### config.mk
export PLATFORM = sky130hd
export DESIGN_NAME = aux_rx_master
export DESIGN_NICKNAME = d
export VERILOG_FILES = /design/src/rtl/aux_rx_pkg.sv /design/src/rtl/aux_rx_clkgen.sv /design/src/rtl/aux_rx_capture.sv /design/src/rtl/aux_rx_master.sv
export SDC_FILE = /design/constraint.sdc
export NUM_CORES = 1
export LEC_CHECK = 0
export CORE_MARGIN = 2
export CORE_UTILIZATION = 57
export CTS_CLUSTER_SIZE = 24
export DETAILED_ROUTE_END_ITERATION = 8
export HOLD_SLACK_MARGIN = 0.1
export PLACE_DENSITY = 0.83
export RECOVER_POWER = 50
export SYNTH_ARGS = -nofsm -noshare
export SYNTH_HDL_FRONTEND = slang
export SYNTH_SLANG_ARGS = --single-unit
### constraint.sdc
create_clock -name clk -period 4.2 [get_ports clk]
set_clock_uncertainty 0.15 [all_clocks]
set_input_delay 0.42 -clock clk [delete_from_list [all_inputs] [get_ports clk]]
set_output_delay 0.42 -clock clk [all_outputs]
set_load 0.005 [all_outputs]
### src/rtl/aux_rx_pkg.sv
package aux_rx_pkg;

    localparam int AUX_SAMPLE_W = 24;
    localparam int AUX_MIN_LEN  = 16;
    localparam int AUX_LEN_W    = 5;

    typedef struct packed {
        logic                 i2s;
        logic [AUX_LEN_W-1:0] len;
    } aux_cfg_t;

    function automatic logic [AUX_LEN_W-1:0] clamp_len(input logic [AUX_LEN_W-1:0] raw);
        if (int'(raw) < AUX_MIN_LEN) begin
            return AUX_LEN_W'(AUX_MIN_LEN);
        end else if (int'(raw) > AUX_SAMPLE_W) begin
            return AUX_LEN_W'(AUX_SAMPLE_W);
        end
        return raw;
    endfunction

endpackage

### src/rtl/aux_rx_clkgen.sv
module aux_rx_clkgen #(
    parameter int DIV_LOG2  = 2,
    parameter int HALF_LOG2 = 5
) (
    input  logic                 clk,
    input  logic                 rst_n,
    output logic                 bclk,
    output logic                 half,
    output logic [HALF_LOG2-1:0] slot_pos,
    output logic                 sample_en,
    output logic                 xfer_en,
    output logic                 frame_last
);
    localparam int CNT_W = 1 + HALF_LOG2 + DIV_LOG2;
    localparam logic [DIV_LOG2-1:0] SAMPLE_PH = DIV_LOG2'((2 ** (DIV_LOG2 - 1)) - 1);

    typedef struct packed {
        logic [CNT_W-1:0] cnt;
    } clk_state_t;

    clk_state_t st_q, st_d;

    always_comb begin
        st_d     = st_q;
        st_d.cnt = st_q.cnt + 1'b1;
    end

    always_ff @(posedge clk) begin
        if (!rst_n) begin
            st_q <= '0;
        end else begin
            st_q <= st_d;
        end
    end

    assign bclk       = st_q.cnt[DIV_LOG2-1];
    assign half       = st_q.cnt[CNT_W-1];
    assign slot_pos   = st_q.cnt[CNT_W-2:DIV_LOG2];
    assign sample_en  = (st_q.cnt[DIV_LOG2-1:0] == SAMPLE_PH);
    assign xfer_en    = sample_en && half && (slot_pos == '1);
    assign frame_last = (st_q.cnt == '1);

endmodule

### src/rtl/aux_rx_capture.sv
module aux_rx_capture #(
    parameter int SAMPLE_W  = aux_rx_pkg::AUX_SAMPLE_W,
    parameter int HALF_LOG2 = 5,
    parameter int LEN_W     = aux_rx_pkg::AUX_LEN_W
) (
    input  logic                 clk,
    input  logic                 rst_n,
    input  logic                 sample_en,
    input  logic                 xfer_en,
    input  logic                 half,
    input  logic [HALF_LOG2-1:0] slot_pos,
    input  logic                 i2s,
    input  logic [LEN_W-1:0]     wlen,
    input  logic                 sdin,
    output logic [SAMPLE_W-1:0]  word_l,
    output logic [SAMPLE_W-1:0]  word_r,
    output logic                 word_vld
);
    localparam int POS_W = HALF_LOG2 + 1;

    typedef struct packed {
        logic [SAMPLE_W-1:0] acc_l;
        logic [SAMPLE_W-1:0] acc_r;
        logic [SAMPLE_W-1:0] out_l;
        logic [SAMPLE_W-1:0] out_r;
        logic                vld;
    } cap_state_t;

    cap_state_t st_q, st_d;

    logic [POS_W-1:0] pos_ext;
    logic [POS_W-1:0] bit_k;
    logic             in_word;
    int               bit_idx;

    always_comb begin
        pos_ext = {1'b0, slot_pos};
        bit_k   = pos_ext - POS_W'(i2s);
        in_word = (pos_ext >= POS_W'(i2s)) && (bit_k < POS_W'(wlen));
        bit_idx = SAMPLE_W - 1 - int'(bit_k);

        st_d     = st_q;
        st_d.vld = 1'b0;
        if (sample_en) begin
            if (slot_pos == '0) begin
                if (half) st_d.acc_r = '0;
                else      st_d.acc_l = '0;
            end
            if (in_word) begin
                for (int i = 0; i < SAMPLE_W; i++) begin
                    if (i == bit_idx) begin
                        if (half) st_d.acc_r[i] = sdin;
                        else      st_d.acc_l[i] = sdin;
                    end
                end
            end
        end
        if (xfer_en) begin
            st_d.out_l = st_q.acc_l;
            st_d.out_r = st_q.acc_r;
            st_d.vld   = 1'b1;
        end
    end

    always_ff @(posedge clk) begin
        if (!rst_n) begin
            st_q <= '0;
        end else begin
            st_q <= st_d;
        end
    end

    assign word_l   = st_q.out_l;
    assign word_r   = st_q.out_r;
    assign word_vld = st_q.vld;

endmodule

### src/rtl/aux_rx_master.sv
module aux_rx_master #(
    parameter int SAMPLE_W  = aux_rx_pkg::AUX_SAMPLE_W,
    parameter int LEN_W     = aux_rx_pkg::AUX_LEN_W,
    parameter int DIV_LOG2  = 2,
    parameter int HALF_LOG2 = 5
) (
    input  logic                clk,
    input  logic                rst_n,
    input  logic                cfg_i2s,
    input  logic [LEN_W-1:0]    cfg_len,
    input  logic                sdin,
    output logic                bclk,
    output logic                lrck,
    output logic [SAMPLE_W-1:0] aux1_word,
    output logic [SAMPLE_W-1:0] aux2_word,
    output logic                aux_valid
);
    import aux_rx_pkg::*;

    aux_cfg_t cfg_q, cfg_d;

    logic                 half;
    logic [HALF_LOG2-1:0] slot_pos;
    logic                 sample_en;
    logic                 xfer_en;
    logic                 frame_last;

    aux_rx_clkgen #(
        .DIV_LOG2  (DIV_LOG2),
        .HALF_LOG2 (HALF_LOG2)
    ) i_clkgen (
        .clk        (clk),
        .rst_n      (rst_n),
        .bclk       (bclk),
        .half       (half),
        .slot_pos   (slot_pos),
        .sample_en  (sample_en),
        .xfer_en    (xfer_en),
        .frame_last (frame_last)
    );

    always_comb begin
        cfg_d = cfg_q;
        if (frame_last) begin
            cfg_d.i2s = cfg_i2s;
            cfg_d.len = clamp_len(cfg_len);
        end
    end

    always_ff @(posedge clk) begin
        if (!rst_n) begin
            cfg_q.i2s <= 1'b0;
            cfg_q.len <= LEN_W'(SAMPLE_W);
        end else begin
            cfg_q <= cfg_d;
        end
    end

    assign lrck = cfg_q.i2s ? half : ~half;

    aux_rx_capture #(
        .SAMPLE_W  (SAMPLE_W),
        .HALF_LOG2 (HALF_LOG2),
        .LEN_W     (LEN_W)
    ) i_capture (
        .clk       (clk),
        .rst_n     (rst_n),
        .sample_en (sample_en),
        .xfer_en   (xfer_en),
        .half      (half),
        .slot_pos  (slot_pos),
        .i2s       (cfg_q.i2s),
        .wlen      (cfg_q.len),
        .sdin      (sdin),
        .word_l    (aux1_word),
        .word_r    (aux2_word),
        .word_vld  (aux_valid)
    );

endmodule

==> results.sh <==
export IMPL_status="finished clean"
export IMPL_start_util_pct=58.8
export IMPL_yosys_warnings=0
export IMPL_routabilityCongestion=1.03
export IMPL_cts_sinks=111
export IMPL_hold_buffers=0
export IMPL_setup_tns_ns=0
export IMPL_diodes=0
export IMPL_place_worst_setup_slack_ns=0.330
export IMPL_ctsResizeCount=0
export IMPL_layout_setup_ws_ns=0.230
export IMPL_crit_start="i_clkgen.st_q[2]$_SDFF_PN0_"
export IMPL_cap_violations=0
export IMPL_period_needed_ns=3.97
export IMPL_max_freq_mhz=252
export IMPL_grt_pass1_wl_um=26500
export IMPL_drtAntennaViolNets=0
export IMPL_regToRegStartpoint="i_clkgen.st_q[2]$_SDFF_PN0_"
export IMPL_final_period_utilization_pct=94.5
export IMPL_cp_start_kind="flop"
export IMPL_cts_tree="built"
export IMPL_crit_chain="inv_1 -> ha_1 -> ha_1 -> or3b_4 -> xnor2_1 -> ha_1 -> clkinv_1 -> o211ai_2 -> o21ai_0 -> a311o_1"
export IMPL_totalPowerFinal_w=0.00178
export IMPL_finalMaxSlewViolations=0
export IMPL_die_width_um=105
export IMPL_power_leakage_nw=2.23
export IMPL_critPathKind="flop to flop"
export IMPL_p_per_area_nw_per_um2=285
export IMPL_cp_common_cell="ha_1"
export IMPL_numCtsBuffers=9
export IMPL_hold_slack_ns=0.305
export IMPL_wl_met1_um=6780
export IMPL_path_buf_inv=2
export IMPL_grt_use_total_pct=30.2
export IMPL_synth_cell_area_um2=5780
export IMPL_drt_iter0_drc=611
export IMPL_worstSkewPairLatency_ns=0.38
export IMPL_ioPinCount=60
export IMPL_syn_to_final_growth_pct=8.04
export IMPL_peakVddDrop_mv=0.145
export IMPL_via_per_inst=6.32
export IMPL_cts_htree_levels=3
export IMPL_setup_viol=0
export IMPL_dp_hpwl_um=11700
export IMPL_wl_met3_um=1920
export IMPL_vias=5444
export IMPL_critPathMaxFanout=12
export IMPL_antenna_found_initial=0
export IMPL_cts_max_path_buffers=2
export IMPL_routed_wl_um=16700
export IMPL_finalHoldViolCount=0
export IMPL_overflow=0
export IMPL_critPathCaptureType="flop"
export IMPL_core_area_um2=9820
export IMPL_cts_root_buf="clkbuf_8"
export IMPL_path_depth=10
export IMPL_top_layer_used="met4"
export IMPL_arrival_ns=4.09
export IMPL_wl_per_cell_um=19.3
export IMPL_drc=0
export IMPL_syn_mean_instance_area_um2=7.82
export IMPL_dieArea_um2=11000
export IMPL_rsz0062_at_grt="no"
export IMPL_ff2ff_path_depth=10
export IMPL_final_nets=741
export IMPL_seq_area_frac_synth_pct=38.5
export IMPL_cp_slowest_stage_delay_ns=0.56
export IMPL_synth_seq_cells=111
export IMPL_netlist_instances=739
export IMPL_met2_length_um=7360
export IMPL_synth_nets=756
export IMPL_ys_flop_type="dfxtp_1"
export IMPL_drive_above_1_share_pct=6.86
export IMPL_rrSetupSlack_ns=0.23
export IMPL_synth_cell_types=69
export IMPL_io_buffers=59
export IMPL_synth_edff_count=0
export IMPL_postCtsSetupBuffers=0
export IMPL_drt_pass1_iterations=6
export IMPL_core_rowCount=36
export IMPL_crit_required_ns=4.33
export IMPL_worst_pin_slew_ns=1.09
export IMPL_max_slew_margin_pct=26.8
export IMPL_grt_max_degree=76
export IMPL_async_reset_ff_share_pct=0
export IMPL_clkTransAtPathRegs_ns=0.10
export IMPL_fp_dieH_um=105
export IMPL_hp_class="flop to flop"
export IMPL_slowest_stage="ha_1"
export IMPL_grt_pass1_vias=5064
export IMPL_cp_top_family="adder cells"
-- synthesized netlist by cell type, types with 13 or more instances --
| cell | instances | area share (%) |
|---|---|---|
| a21oi_1 | 88 | 7.6 |
| a311o_1 | 14 | 2.4 |
| a31oi_1 | 13 | 1.4 |
| buf_4 | 51 | 6.6 |
| clkbuf_1 | 39 | 2.5 |
| dfxtp_1 | 111 | 38 |
| nand2_1 | 166 | 11 |
| nand3_1 | 26 | 2.3 |
| nor2_1 | 28 | 1.8 |
| nor3_1 | 18 | 1.6 |
| o211ai_1 | 14 | 1.8 |
| o21ai_0 | 22 | 1.9 |
-- layout make-up --
cell class,instances,area (um^2)
Sequential cell,111,2220
Timing Repair Buffer,74,699
Fill cell,908,3580
Inverter,14,52.6
Tap cell,133,166
Clock buffer,10,128
Clock inverter,6,57.6
Multi-Input combinational cell,514,2910
-- worst min-delay path by stage --
| stage | from | end | slack [ns] | cells past startpoint |
|---|---|---|---|---|
| floorplan | cfg_q[4]$_SDFFE_PN1N_ | cfg_q[4]$_SDFFE_PN1N_ | 0.26 | 2 |
| global placement | cfg_q[4]$_SDFFE_PN1N_ | cfg_q[4]$_SDFFE_PN1N_ | 0.28 | 2 |
| detailed placement | flop | i_capture.word_r[22]$_SDFFE_PN0P_ | 0.29 | 2 |
| CTS | i_capture.word_l[5]$_SDFFE_PN0P_ | i_capture.word_l[5]$_SDFFE_PN0P_ | 0.31 | 2 |
| global route | flop | i_capture.word_r[14]$_SDFFE_PN0P_ | 0.33 | 2 |
| finish | i_capture.word_l[2]$_SDFFE_PN0P_ | i_capture.word_l[2]$_SDFFE_PN0P_ | 0.31 | 2 |
-- tightest hold or removal path, cell delays in order, from the launching register on --
cell     delay, ns
dfxtp_1       0.32
nand2_1       0.05
a21oi_1       0.05
-- cell usage in the layout, fill, tap and decap left out, drive strengths merged, types with 5 or more instances in the layout --
| cell | n |
|---|---|
| a31oi | 13 |
| xnor2 | 9 |
| a311o | 14 |
| o21ai | 27 |
| nor4 | 6 |
| ha | 8 |
| o22ai | 7 |
| a211o | 5 |
| inv | 14 |
| dfxtp | 111 |
| a21oi | 89 |
| o31ai | 5 |
| dlygate4sd3 | 52 |
| nor3 | 18 |
| clkdlybuf4s50 | 7 |
| nand3 | 26 |
| buf | 14 |
| o21a | 5 |
| nor2 | 28 |
| clkbuf | 11 |
| nand2 | 166 |
| o211ai | 17 |
-- cell families (layout without fill, tap and decap cells) --
group	Yosys count	count (layout)	share of synthesized area, %
adders and majority gates	10	10	2.12
and+or+nand+nor	277	277	21.2
muxes	2	2	0.368
buffers and inverters	114	104	11.3
DFF	111	111	38.5
AOI/OAI and AO/OA	214	214	24.8
xor gates and xnor gates	11	11	1.67
-- routing by layer --
layer / global-route usage, % / vias up
met2: 47.2 / 354
met1: 40.3 / 2490
met4: 13.0 / 0
met3: 6.80 / 67
met5: 0 / -
li1: - / 2533
-- per-stage QoR --
step                std cells  area (um^2)  util, %
finish                    862         6240     63.5
global route              862         6240     63.5
CTS                       862         6240     63.6
detailed placement        846         6060     61.7
global placement          846         6060     61.7
floorplan                 739         5780        -
-- power by group --
part | internal [W] | leakage (nW) | switching (W)
clock | 0.000225 | 0.0858 | 0.000388
combinational | 0.0000258 | 1.25 | 0.0000747
sequential | 0.00106 | 0.895 | 0.00000541
Note: power is estimated with default switching activity, not from simulation.
